`src/rtl/dma4_pkg.sv`:
```
package dma4_pkg;
  localparam int NCH = 4;

  localparam logic [7:0] OFF_STAT  = 8'h08;
  localparam logic [7:0] OFF_MASK  = 8'h0A;
  localparam logic [7:0] OFF_MODE  = 8'h0B;
  localparam logic [7:0] OFF_CLRFF = 8'h0C;

  typedef enum logic [1:0] {
    XM_DEMAND = 2'd0,
    XM_SINGLE = 2'd1,
    XM_BLOCK  = 2'd2,
    XM_RSVD   = 2'd3
  } xfer_mode_e;

  // page register offsets are scattered; order is fixed by the port map
  function automatic logic [7:0] page_off(input int ch);
    case (ch)
      0:       return 8'h87;
      1:       return 8'h83;
      2:       return 8'h81;
      default: return 8'h82;
    endcase
  endfunction
endpackage

```
`src/rtl/dma4_ctl.sv`:
```
module dma4_ctl #(
  parameter int NCH = 4
) (
  input  logic           clk_i,
  input  logic           rst_ni,
  input  logic           ptr_clr_i,
  input  logic           ptr_step_i,
  input  logic           stat_rd_i,
  input  logic [NCH-1:0] tc_i,
  output logic           hi_o,
  output logic [NCH-1:0] flags_o
);
  logic           hi_q;
  logic [NCH-1:0] flags_q;

  always_ff @(posedge clk_i or negedge rst_ni) begin
    if (!rst_ni) begin
      hi_q    <= 1'b0;
      flags_q <= '0;
    end else begin
      if (ptr_clr_i)       hi_q <= 1'b0;
      else if (ptr_step_i) hi_q <= ~hi_q;
      // a new terminal count wins over a clearing read in the same cycle
      flags_q <= (stat_rd_i ? '0 : flags_q) | tc_i;
    end
  end

  assign hi_o    = hi_q;
  assign flags_o = flags_q;

  a_r2_ptr_toggle: assert property (@(posedge clk_i) disable iff (!rst_ni)
    (ptr_step_i && !ptr_clr_i) |=> (hi_q != $past(hi_q)));
  a_r3_ptr_clear: assert property (@(posedge clk_i) disable iff (!rst_ni)
    ptr_clr_i |=> !hi_q);
  a_r10_clear_on_read: assert property (@(posedge clk_i) disable iff (!rst_ni)
    (stat_rd_i && tc_i == '0) |=> (flags_q == '0));
  a_r9_flag_set: assert property (@(posedge clk_i) disable iff (!rst_ni)
    (|tc_i) |=> ((flags_q & $past(tc_i)) == $past(tc_i)));
endmodule

```
`src/rtl/dma4_chan.sv`:
```
module dma4_chan
  import dma4_pkg::*;
#(
  parameter int AW = 16,
  parameter int PW = 8
) (
  input  logic          clk_i,
  input  logic          rst_ni,
  input  logic          wr_base_addr_i,
  input  logic          wr_base_cnt_i,
  input  logic          wr_page_i,
  input  logic          hi_i,
  input  logic [7:0]    wdata_i,
  input  logic          mask_wr_i,
  input  logic          mask_val_i,
  input  logic          mode_wr_i,
  input  xfer_mode_e    mode_i,
  input  logic          ack_i,
  output logic          en_o,
  output logic          go_o,
  output logic          tc_o,
  output logic [AW-1:0] cur_addr_o,
  output logic [AW-1:0] cur_cnt_o,
  output logic [PW-1:0] page_o,
  output xfer_mode_e    mode_o,
  output logic [PW+AW-1:0] phys_o
);
  localparam int CW = AW + 1;

  logic [AW-1:0] base_addr_q, base_cnt_q, cur_addr_q;
  logic [CW-1:0] cur_cnt_q;
  logic [PW-1:0] page_q;
  xfer_mode_e    mode_q;
  logic          masked_q, reload_q;

  logic [AW-1:0] eff_addr;
  logic [CW-1:0] eff_cnt;
  logic          arm;

  assign arm      = wr_base_addr_i | wr_base_cnt_i | wr_page_i;
  assign eff_addr = reload_q ? base_addr_q : cur_addr_q;
  assign eff_cnt  = reload_q ? ({1'b0, base_cnt_q} + CW'(1)) : cur_cnt_q;
  assign en_o     = ~masked_q & (reload_q | (cur_cnt_q != '0));
  assign go_o     = ack_i & en_o;
  assign tc_o     = go_o & (eff_cnt == CW'(1));

  always_ff @(posedge clk_i or negedge rst_ni) begin
    if (!rst_ni) begin
      base_addr_q <= '0;
      base_cnt_q  <= '0;
      cur_addr_q  <= '0;
      cur_cnt_q   <= '0;
      page_q      <= '0;
      mode_q      <= XM_DEMAND;
      masked_q    <= 1'b1;
      reload_q    <= 1'b0;
    end else begin
      if (wr_base_addr_i) begin
        if (hi_i) base_addr_q[AW-1 -: 8] <= wdata_i;
        else      base_addr_q[7:0]       <= wdata_i;
      end
      if (wr_base_cnt_i) begin
        if (hi_i) base_cnt_q[AW-1 -: 8] <= wdata_i;
        else      base_cnt_q[7:0]       <= wdata_i;
      end
      if (wr_page_i) page_q <= wdata_i[PW-1:0];
      if (mask_wr_i) masked_q <= mask_val_i;
      if (mode_wr_i) mode_q <= mode_i;
      if (go_o) begin
        cur_addr_q <= eff_addr + AW'(1);
        cur_cnt_q  <= eff_cnt - CW'(1);
      end
      if (arm)       reload_q <= 1'b1;
      else if (go_o) reload_q <= 1'b0;
    end
  end

  assign cur_addr_o = cur_addr_q;
  assign cur_cnt_o  = cur_cnt_q[AW-1:0];
  assign page_o     = page_q;
  assign mode_o     = mode_q;
  assign phys_o     = {page_q, eff_addr};

  a_r4_masked_frozen: assert property (@(posedge clk_i) disable iff (!rst_ni)
    masked_q |=> ($stable(cur_addr_q) && $stable(cur_cnt_q)));
  a_r4_mask_drop: assert property (@(posedge clk_i) disable iff (!rst_ni)
    (mask_wr_i && mask_val_i) |=> !en_o);
  a_r6_arm: assert property (@(posedge clk_i) disable iff (!rst_ni)
    arm |=> reload_q);
  a_r8_step: assert property (@(posedge clk_i) disable iff (!rst_ni)
    (go_o && !reload_q) |=> (cur_addr_q == AW'($past(cur_addr_q) + AW'(1))));
  a_r9_tc_empty: assert property (@(posedge clk_i) disable iff (!rst_ni)
    tc_o |=> (cur_cnt_q == '0));
endmodule

```
`src/rtl/dma4_regs.sv`:
```
module dma4_regs
  import dma4_pkg::*;
#(
  parameter int AW = 16,
  parameter int PW = 8
) (
  input  logic                 clk_i,
  input  logic                 rst_ni,
  input  logic [7:0]           io_addr_i,
  input  logic                 io_wr_i,
  input  logic                 io_rd_i,
  input  logic [7:0]           io_wdata_i,
  output logic [7:0]           io_rdata_o,
  input  logic [NCH-1:0]       dack_i,
  output logic [NCH-1:0]       en_o,
  output logic [2*NCH-1:0]     mode_o,
  output logic [PW+AW-1:0]     mem_addr_o,
  output logic                 mem_valid_o
);
  localparam int PHW = PW + AW;

  logic          is_ac, is_cnt, ac_wr, ac_rd, ptr_clr, stat_rd, hi;
  logic [1:0]    ch_ac;
  logic [NCH-1:0] go, tc, flags;
  logic [AW-1:0] cur_addr [NCH];
  logic [AW-1:0] cur_cnt  [NCH];
  logic [PW-1:0] page     [NCH];
  logic [PHW-1:0] phys    [NCH];

  assign is_ac   = (io_addr_i[7:3] == 5'd0);
  assign is_cnt  = io_addr_i[0];
  assign ch_ac   = io_addr_i[2:1];
  assign ac_wr   = io_wr_i & is_ac;
  assign ac_rd   = io_rd_i & is_ac;
  assign ptr_clr = io_wr_i & (io_addr_i == OFF_CLRFF);
  assign stat_rd = io_rd_i & (io_addr_i == OFF_STAT);

  dma4_ctl #(.NCH(NCH)) u_ctl (
    .clk_i      (clk_i),
    .rst_ni     (rst_ni),
    .ptr_clr_i  (ptr_clr),
    .ptr_step_i (ac_wr | ac_rd),
    .stat_rd_i  (stat_rd),
    .tc_i       (tc),
    .hi_o       (hi),
    .flags_o    (flags)
  );

  for (genvar c = 0; c < NCH; c++) begin : g_ch
    logic       sel_ch, mask_wr, mode_wr;
    xfer_mode_e mode_c;
    assign sel_ch  = (io_wdata_i[1:0] == 2'(c));
    assign mask_wr = io_wr_i & (io_addr_i == OFF_MASK) & sel_ch;
    assign mode_wr = io_wr_i & (io_addr_i == OFF_MODE) & sel_ch;

    dma4_chan #(.AW(AW), .PW(PW)) u_chan (
      .clk_i          (clk_i),
      .rst_ni         (rst_ni),
      .wr_base_addr_i (ac_wr & (ch_ac == 2'(c)) & ~is_cnt),
      .wr_base_cnt_i  (ac_wr & (ch_ac == 2'(c)) & is_cnt),
      .wr_page_i      (io_wr_i & (io_addr_i == page_off(c))),
      .hi_i           (hi),
      .wdata_i        (io_wdata_i),
      .mask_wr_i      (mask_wr),
      .mask_val_i     (io_wdata_i[2]),
      .mode_wr_i      (mode_wr),
      .mode_i         (xfer_mode_e'(io_wdata_i[7:6])),
      .ack_i          (dack_i[c]),
      .en_o           (en_o[c]),
      .go_o           (go[c]),
      .tc_o           (tc[c]),
      .cur_addr_o     (cur_addr[c]),
      .cur_cnt_o      (cur_cnt[c]),
      .page_o         (page[c]),
      .mode_o         (mode_c),
      .phys_o         (phys[c])
    );
    assign mode_o[2*c +: 2] = mode_c;
  end

  always_comb begin
    io_rdata_o = '0;
    if (is_ac) begin
      if (is_cnt) io_rdata_o = hi ? cur_cnt[ch_ac][AW-1 -: 8]  : cur_cnt[ch_ac][7:0];
      else        io_rdata_o = hi ? cur_addr[ch_ac][AW-1 -: 8] : cur_addr[ch_ac][7:0];
    end
    if (io_addr_i == OFF_STAT) io_rdata_o = {{(8-NCH){1'b0}}, flags};
    for (int c = 0; c < NCH; c++) begin
      if (io_addr_i == page_off(c)) io_rdata_o = 8'(page[c]);
    end
  end

  // lowest acknowledged channel owns the address bus
  always_comb begin
    mem_addr_o = '0;
    for (int c = NCH - 1; c >= 0; c--) begin
      if (go[c]) mem_addr_o = phys[c];
    end
  end
  assign mem_valid_o = |go;

  a_r8_valid_needs_ack: assert property (@(posedge clk_i) disable iff (!rst_ni)
    mem_valid_o |-> (dack_i != '0));
  a_r4_gated_by_enable: assert property (@(posedge clk_i) disable iff (!rst_ni)
    ((dack_i & en_o) == '0) |-> !mem_valid_o);
endmodule

```
`config.mk`:
```
export PLATFORM = sky130hd
export DESIGN_NAME = dma4_regs
export DESIGN_NICKNAME = d
export VERILOG_FILES = /design/src/rtl/dma4_pkg.sv /design/src/rtl/dma4_ctl.sv /design/src/rtl/dma4_chan.sv /design/src/rtl/dma4_regs.sv
export SDC_FILE = /design/constraint.sdc
export NUM_CORES = 1
export LEC_CHECK = 0
export BUFFER_PORTS_ARGS = -buffer_cell sky130_fd_sc_hd__clkbuf_2
export CORE_MARGIN = 10
export CORE_UTILIZATION = 62
export DETAILED_ROUTE_END_ITERATION = 16
export PLACE_DENSITY = 0.77
export SYNTH_ARGS = -nofsm -noshare
export SYNTH_HDL_FRONTEND = slang
export SYNTH_SLANG_ARGS = --single-unit
export TNS_END_PERCENT = 10
```
`constraint.sdc`:
```
create_clock -name clk_i -period 10 [get_ports clk_i]
set_clock_uncertainty 0.2 [all_clocks]
set_input_delay 2 -clock clk_i [delete_from_list [all_inputs] [get_ports clk_i]]
set_output_delay 2 -clock clk_i [all_outputs]
set_load 0.01 [all_outputs]
```
==> flow_summary.yaml, run 1 <==
run_status:
  status: "finished, final reports clean"
timing:
  whs_ns: 0.309
  final_max_slew_viol_count: 0
  max_slew_margin_pct: 21.2
  fin_crit_ns: 6.62
  max_clock_freq_ghz: 0.151
  fin_crit_sh_pct: 66.2
  setup_slack_ns: 3.38
  setup_tns_ns: 0
  setup_violations: 0
  worst_pin_slew_ns: 1.18
  grt_setup_unrepaired: "no"
  hold_viol_final: 0
placed_design:
  dp_hpwl_um: 44700
  place_congestion: 0.972
  dpl_worst_slack_ns: 3.62
  port_buffers: 68
layout:
  layout.nets: 2175
  drive_above_1_share_pct: 19.2
  n_fill_cell: 2567
  areaGrowthSynthToFinish_pct: 8.12
detailed_routing:
  wl_um: 64200
  antenna_left: 0
  vias: 17800
  dr.first_iter.drc_count: 2099
  post-route-drc-count: 0
  wl_per_cell_um: 24.6
  drt_first_pass_iters: 6
  drt-vias-per-instance: 6.83
worst_setup_path:
  cp.arrival_ns: 4.42
  critPathRequiredTime_ns: 7.80
  crit_type: "flip-flop to output pin"
  end_kind: "output pin"
  worst-path-max-fanout: 89
  critPathSlowestCell: "dfrtp_2"
  crit_chain: "nor3_1 -> nand4_1 -> nor4_1 -> nor2_1 -> nand2_2 -> buf_4 -> o221ai_1 -> o211ai_1 -> o21ai_0 -> clkbuf_2"
  reg2reg_depth: 11
  start_kind: "flip-flop"
  max_stage_delay_ns: 0.70
pwr:
  power_density_nw_per_um2: 187
  vdd_drop_max_uv: 211
  p_total_mw: 4.15
  power_leakage_nw: 9.09
clocking:
  htree_levels: 2
  cts_sinks: 313
  cts_buffers: 36
  clk_latency_ns: 0.52
  clk_path_buf_depth: 3
  clk_pin_slew_ns: 0.06
  clockRootBuffer: "clkbuf_16"
  cts_tree: "yes"
  cts_resized: 0
  post_cts_buffers: 0
  ctsHoldBuffers: 0
global_route:
  grt_usage_pct: 30.9
  antenna_found_initial: 4
  grt_pass1_vias: 17200
  grt_pass1_wl_um: 101000
  grt_overflow: 0
  grt_max_degree: 170
synth:
  synth.distinct_cells: 95
  synth_area_leaders: "dfrtp_1 (38%), mux2_2 (9.9%), o21ai_0 (4.5%)"
  synth-warning-count: 0
  synth_top_area_cell: "dfrtp_1"
  synth_seq_cells: 313
  synth_most_common_cell: "dfrtp_1"
  ys_async_sr_fraction_pct: 100
  ys_seq_area_share_pct: 38.2
  synthCells: 2159
  synth_common_cells: "dfrtp_1 (309), nand2_1 (210), o21ai_0 (185)"
  synthFlopType: "dfrtp_1"
  syn_area_sq_um: 20500
  synth-edff-count: 0
  yosysTopAreaCellShare_pct: 37.7
  syn_avg_cell_area_sq_um: 9.50
  synth_nets: 2199
hold_path:
  whs_path_depth: 1
  hp-class: "flip-flop to flip-flop"
floorplan:
  die_h_um: 202
  dieArea_sq_um: 40800
  die_w_um: 202
  rows: 66
  ios: 69
  core-area_sq_um: 32600
  start_util_pct: 62.9
job:
  maxCapViolations: 0
layer usage:
layer / up-vias / part of all wire [%] / global-route usage (%)
li1: 7897 / - / -
met1: 8705 / 39 / 39.4
met2: 953 / 46 / 48.5
met3: 235 / 9.8 / 6.75
met4: 0 / 5.6 / 16.1
met5: - / 0 / 0
stage by stage:
stage	util [%]	area, sq um	instances
CTS	68.0	22200	2603
finish	68.0	22200	2606
global route	68.0	22200	2603
detailed placement	64.0	20900	2539
global placement	64.0	20900	2539
floorplan	-	20500	2159
worst paths after layout:
kind / from / endpoint / slack [ns]
min in group asynchronous: rst_ni / g_ch[0].u_chan.base_addr_q[10] / 1.26
worst min register to register: g_ch[1].u_chan.mode_o[0] / g_ch[1].u_chan.mode_o[0] / 0.31
worst min-delay path: g_ch[1].u_chan.mode_o[0] / g_ch[1].u_chan.mode_o[0] / 0.31
max in group asynchronous: rst_ni / g_ch[0].u_chan.reload_q / 6.88
worst max-delay path: g_ch[1].u_chan.reload_q / mem_addr_o[13] / 3.38
worst max register to register: g_ch[2].u_chan.reload_q / g_ch[2].u_chan.cur_addr_o[12] / 5.91
state kept, by name, indices dropped and copies added, names as in the netlist:
signal	flops
u_ctl.flags_o	4
g_ch.u_chan.cur_addr_o	64
g_ch.u_chan.base_cnt_q	64
g_ch.u_chan.base_addr_q	64
g_ch.u_chan.reload_q	4
g_ch.u_chan.masked_q	4
g_ch.u_chan.page_o	32
g_ch.u_chan.mode_o	8
u_ctl.hi_o	1
g_ch.u_chan.cur_cnt_q	68
cells in the final DEF (no fill, tap or decap), types with 45 or more instances in the layout:
cell type / instances
nand2_1: 207
o21ai_0: 185
nand3_1: 58
xnor2_1: 84
dfrtp_1: 305
mux2i_1: 61
clkbuf_2: 67
xor2_1: 56
nor2_1: 171
mux2_2: 180
nor3_1: 45
a21oi_1: 104
worst max-delay path: cells and delay by family, from the launching register on:
family	cells	cell delay, ns
flops	1	0.70
compound gates	3	0.82
simple gates	5	1.49
buf+inv	2	0.86
cells by family (layout without fill, tap and decap cells):
family | Yosys count | after routing | synth area share [%]
other | 0 | 3 | 0
XOR/XNOR | 140 | 140 | 5.98
flip-flops | 313 | 313 | 38.2
multiplexers | 281 | 281 | 17.3
adder cells (fa/ha/maj) | 16 | 16 | 0.976
AO/OA/AOI/OAI | 506 | 506 | 15.5
AND/OR/NAND/NOR | 730 | 730 | 18.3
buffers and inverters | 173 | 175 | 3.76
report_power, final:
group          total [mW]  switching (mW)  internal [mW]
logic               0.932           0.531          0.401
clock network        1.44           0.535          0.910
registers            1.77           0.342           1.43
total                4.15            1.41           2.74
final cells by class:
cell class / instances / area [sq um] / area share (%)
Multi-Input combinational cell: 1673 / 11900 / 53.7
Sequential cell: 313 / 7850 / 35.4
Clock buffer: 51 / 1010 / 4.55
Tap cell: 442 / 553 / 2.49
Timing Repair Buffer: 84 / 483 / 2.18
Clock inverter: 13 / 269 / 1.21
Inverter: 27 / 101 / 0.457
Antenna cell: 3 / 7.51 / 0.0339
(Power assumes the default switching activity.)
==> run 2, diff against run 1 <==
Clock period 10 ns to 6.5 ns, I/O delays scaled along.
==> run 2 against run 1 <==
  * Design area fell by 0.21%
  * Flip-flop and latch count did not move
  * Critical path type unchanged
  * Wire length rose by 1.2%
  * Non-clock buffer count rose by 3
  * Clock power rose by 46%
  * Global-route usage rose by 0.36 points
  * Hold slack got worse by 0.0069 ns
==> flow_summary.yaml, run 2 (same netlist as run 1, synthesis figures left out) <==
clocking:
  clk_latency_ns: 0.52
  clockRootBuffer: "clkbuf_16"
  post_cts_buffers: 0
  clk_path_buf_depth: 3
  htree_levels: 2
  cts_buffers: 37
  cts_tree: "yes"
  ctsHoldBuffers: 0
  clk_pin_slew_ns: 0.06
  cts_sinks: 313
  cts_resized: 0
worst_setup_path:
  end_kind: "output pin"
  crit_type: "flip-flop to output pin"
  r2r_setup_slack_ns: 2.44
  reg2reg_depth: 11
  worst-path-max-fanout: 12
  start_kind: "flip-flop"
  critPathRequiredTime_ns: 5.00
  r2r-start: "g_ch[2].u_chan.reload_q"
  cp.arrival_ns: 4.20
  regToRegEndpoint: "g_ch[2].u_chan.cur_addr_o[12]"
placed_design:
  port_buffers: 68
  place_congestion: 1.03
  dp_hpwl_um: 45200
  placed_area_sq_um: 20900
floorplan:
  dieArea_sq_um: 40800
  start_util_pct: 62.9
  die_h_um: 202
  ios: 69
  rows: 66
  core-area_sq_um: 32600
  die_w_um: 202
timing:
  fin_crit_sh_pct: 87.7
  grt_setup_unrepaired: "no"
  fin_crit_ns: 5.70
  hold_viol_final: 0
  final_max_slew_viol_count: 0
  worst_pin_slew_ns: 1.26
  setup_violations: 0
  max_slew_margin_pct: 15.4
  max_clock_freq_ghz: 0.175
  setup_tns_ns: 0
layout:
  layout_common_cells: "dfrtp_1 (305), nand2_1 (207), o21ai_0 (185)"
  largest_reg_flops: 68
  final_common_cell: "dfrtp_1"
  fin_area_sq_um: 22100
  drive_above_1_share_pct: 19.5
  layout.nets: 2179
  regMostFlops: "g_ch.u_chan.cur_cnt_q"
  areaGrowthSynthToFinish_pct: 7.89
pwr:
  power_density_nw_per_um2: 284
  pwr-share-comb_pct: 23.0
  clkPwrFrac_pct: 33.4
  vdd_drop_max_uv: 265
  p_int_mw: 4.08
  p_sw_share_pct: 35.1
  power_frac_seq_pct: 43.6
  netSwitchingPower_mw: 2.20
  power_leakage_nw: 9.07
global_route:
  grt_pass1_wl_um: 101000
  grt_overflow: 0
  grt_max_degree: 148
  grt_usage_pct: 31.2
  grt_pass1_vias: 17200
  antenna_found_initial: 4
detailed_routing:
  drt-vias-per-instance: 6.88
  wl_per_cell_um: 24.9
  antenna_left: 0
  wl_um: 65000
  drt_first_pass_iters: 7
  post-route-drc-count: 0
  dr.first_iter.drc_count: 2441
  vias: 18000
run_status:
  status: "finished, final reports clean"
hold_path:
  hold_start: "g_ch[0].u_chan.base_addr_q[9]"
  whs_path_depth: 1
  hp-class: "flip-flop to flip-flop"
  worstHoldEndpoint: "g_ch[0].u_chan.base_addr_q[9]"
job:
  maxCapViolations: 0
==> run 2: area by class of cell <==
type / instances / area [sq um]
clock inverters: 12 / 148
multi-input cells: 1673 / 11900
flip-flops and latches: 313 / 7850
clock buffers: 51 / 1060
fillers: 2548 / 10500
diodes: 4 / 10.0
inverters: 27 / 101
well taps: 442 / 553
repair buffers: 87 / 505
==> run 2: power groups by stage <==
stage | sequential (mW) | clock, mW | combinational (mW)
floorplan | 2.44 | 0 | 1.10
detailed placement | 2.72 | 0 | 1.41
finish | 2.74 | 2.10 | 1.44
global placement | 2.72 | 0 | 1.36
CTS | 2.69 | 2.11 | 1.42
global route | 2.74 | 2.19 | 1.59
==> run 2: layer usage <==
metal / track usage, % / wire length, um / vias to the layer above
met1: 40.7 / 24900 / 8701
met4: 18.5 / 4260 / 2
met3: 7.63 / 7280 / 270
met2: 46.5 / 28600 / 1067
li1: - / - / 7918
met5: 0.246 / 8 / -
==> run 2: metrics by stage <==
step / std cells / power [mW] / setup slack [ns] / hold slack [ns] / utilization, %
after CTS: 2605 / 6.22 / 1.01 / 0.306 / 67.8
after global routing: 2605 / 6.52 / 0.753 / 0.316 / 67.8
after global placement: 2542 / 4.08 / 1.36 / 0.281 / 64.1
after detailed placement: 2542 / 4.13 / 1.29 / 0.294 / 64.1
after floorplan: 2159 / 3.53 / 1.98 / 0.249 / -
final: 2609 / 6.28 / 0.798 / 0.302 / 67.8
==> run 2: how the worst max path moves through the flow <==
| stage | from | slack, ns | cells past startpoint | to |
|---|---|---|---|---|
| 2_1_floorplan | io_addr_i[1] | 1.98 | 6 | io_rdata_o[5] |
| 3_3_place_gp | io_addr_i[1] | 1.36 | 6 | io_rdata_o[2] |
| 3_5_place_dp | io_addr_i[1] | 1.29 | 7 | io_rdata_o[3] |
| 4_1_cts | g_ch[2].u_chan.cur_cnt_q[4] | 1.01 | 8 | mem_addr_o[14] |
| 5_1_grt | g_ch[2].u_chan.cur_cnt_q[4] | 0.75 | 9 | mem_addr_o[11] |
| 6_report | g_ch[2].u_chan.cur_cnt_q[4] | 0.80 | 8 | mem_addr_o[14] |
==> run 2: worst max-delay path, cell delays in order (launching register included) <==
cell	delay, ns
dfrtp_1	0.46
or4_1	0.53
nor4_1	0.23
a41oi_1	0.24
and2_0	0.26
nor2_1	0.97
a221oi_1	0.44
o22ai_1	0.34
clkbuf_2	0.20
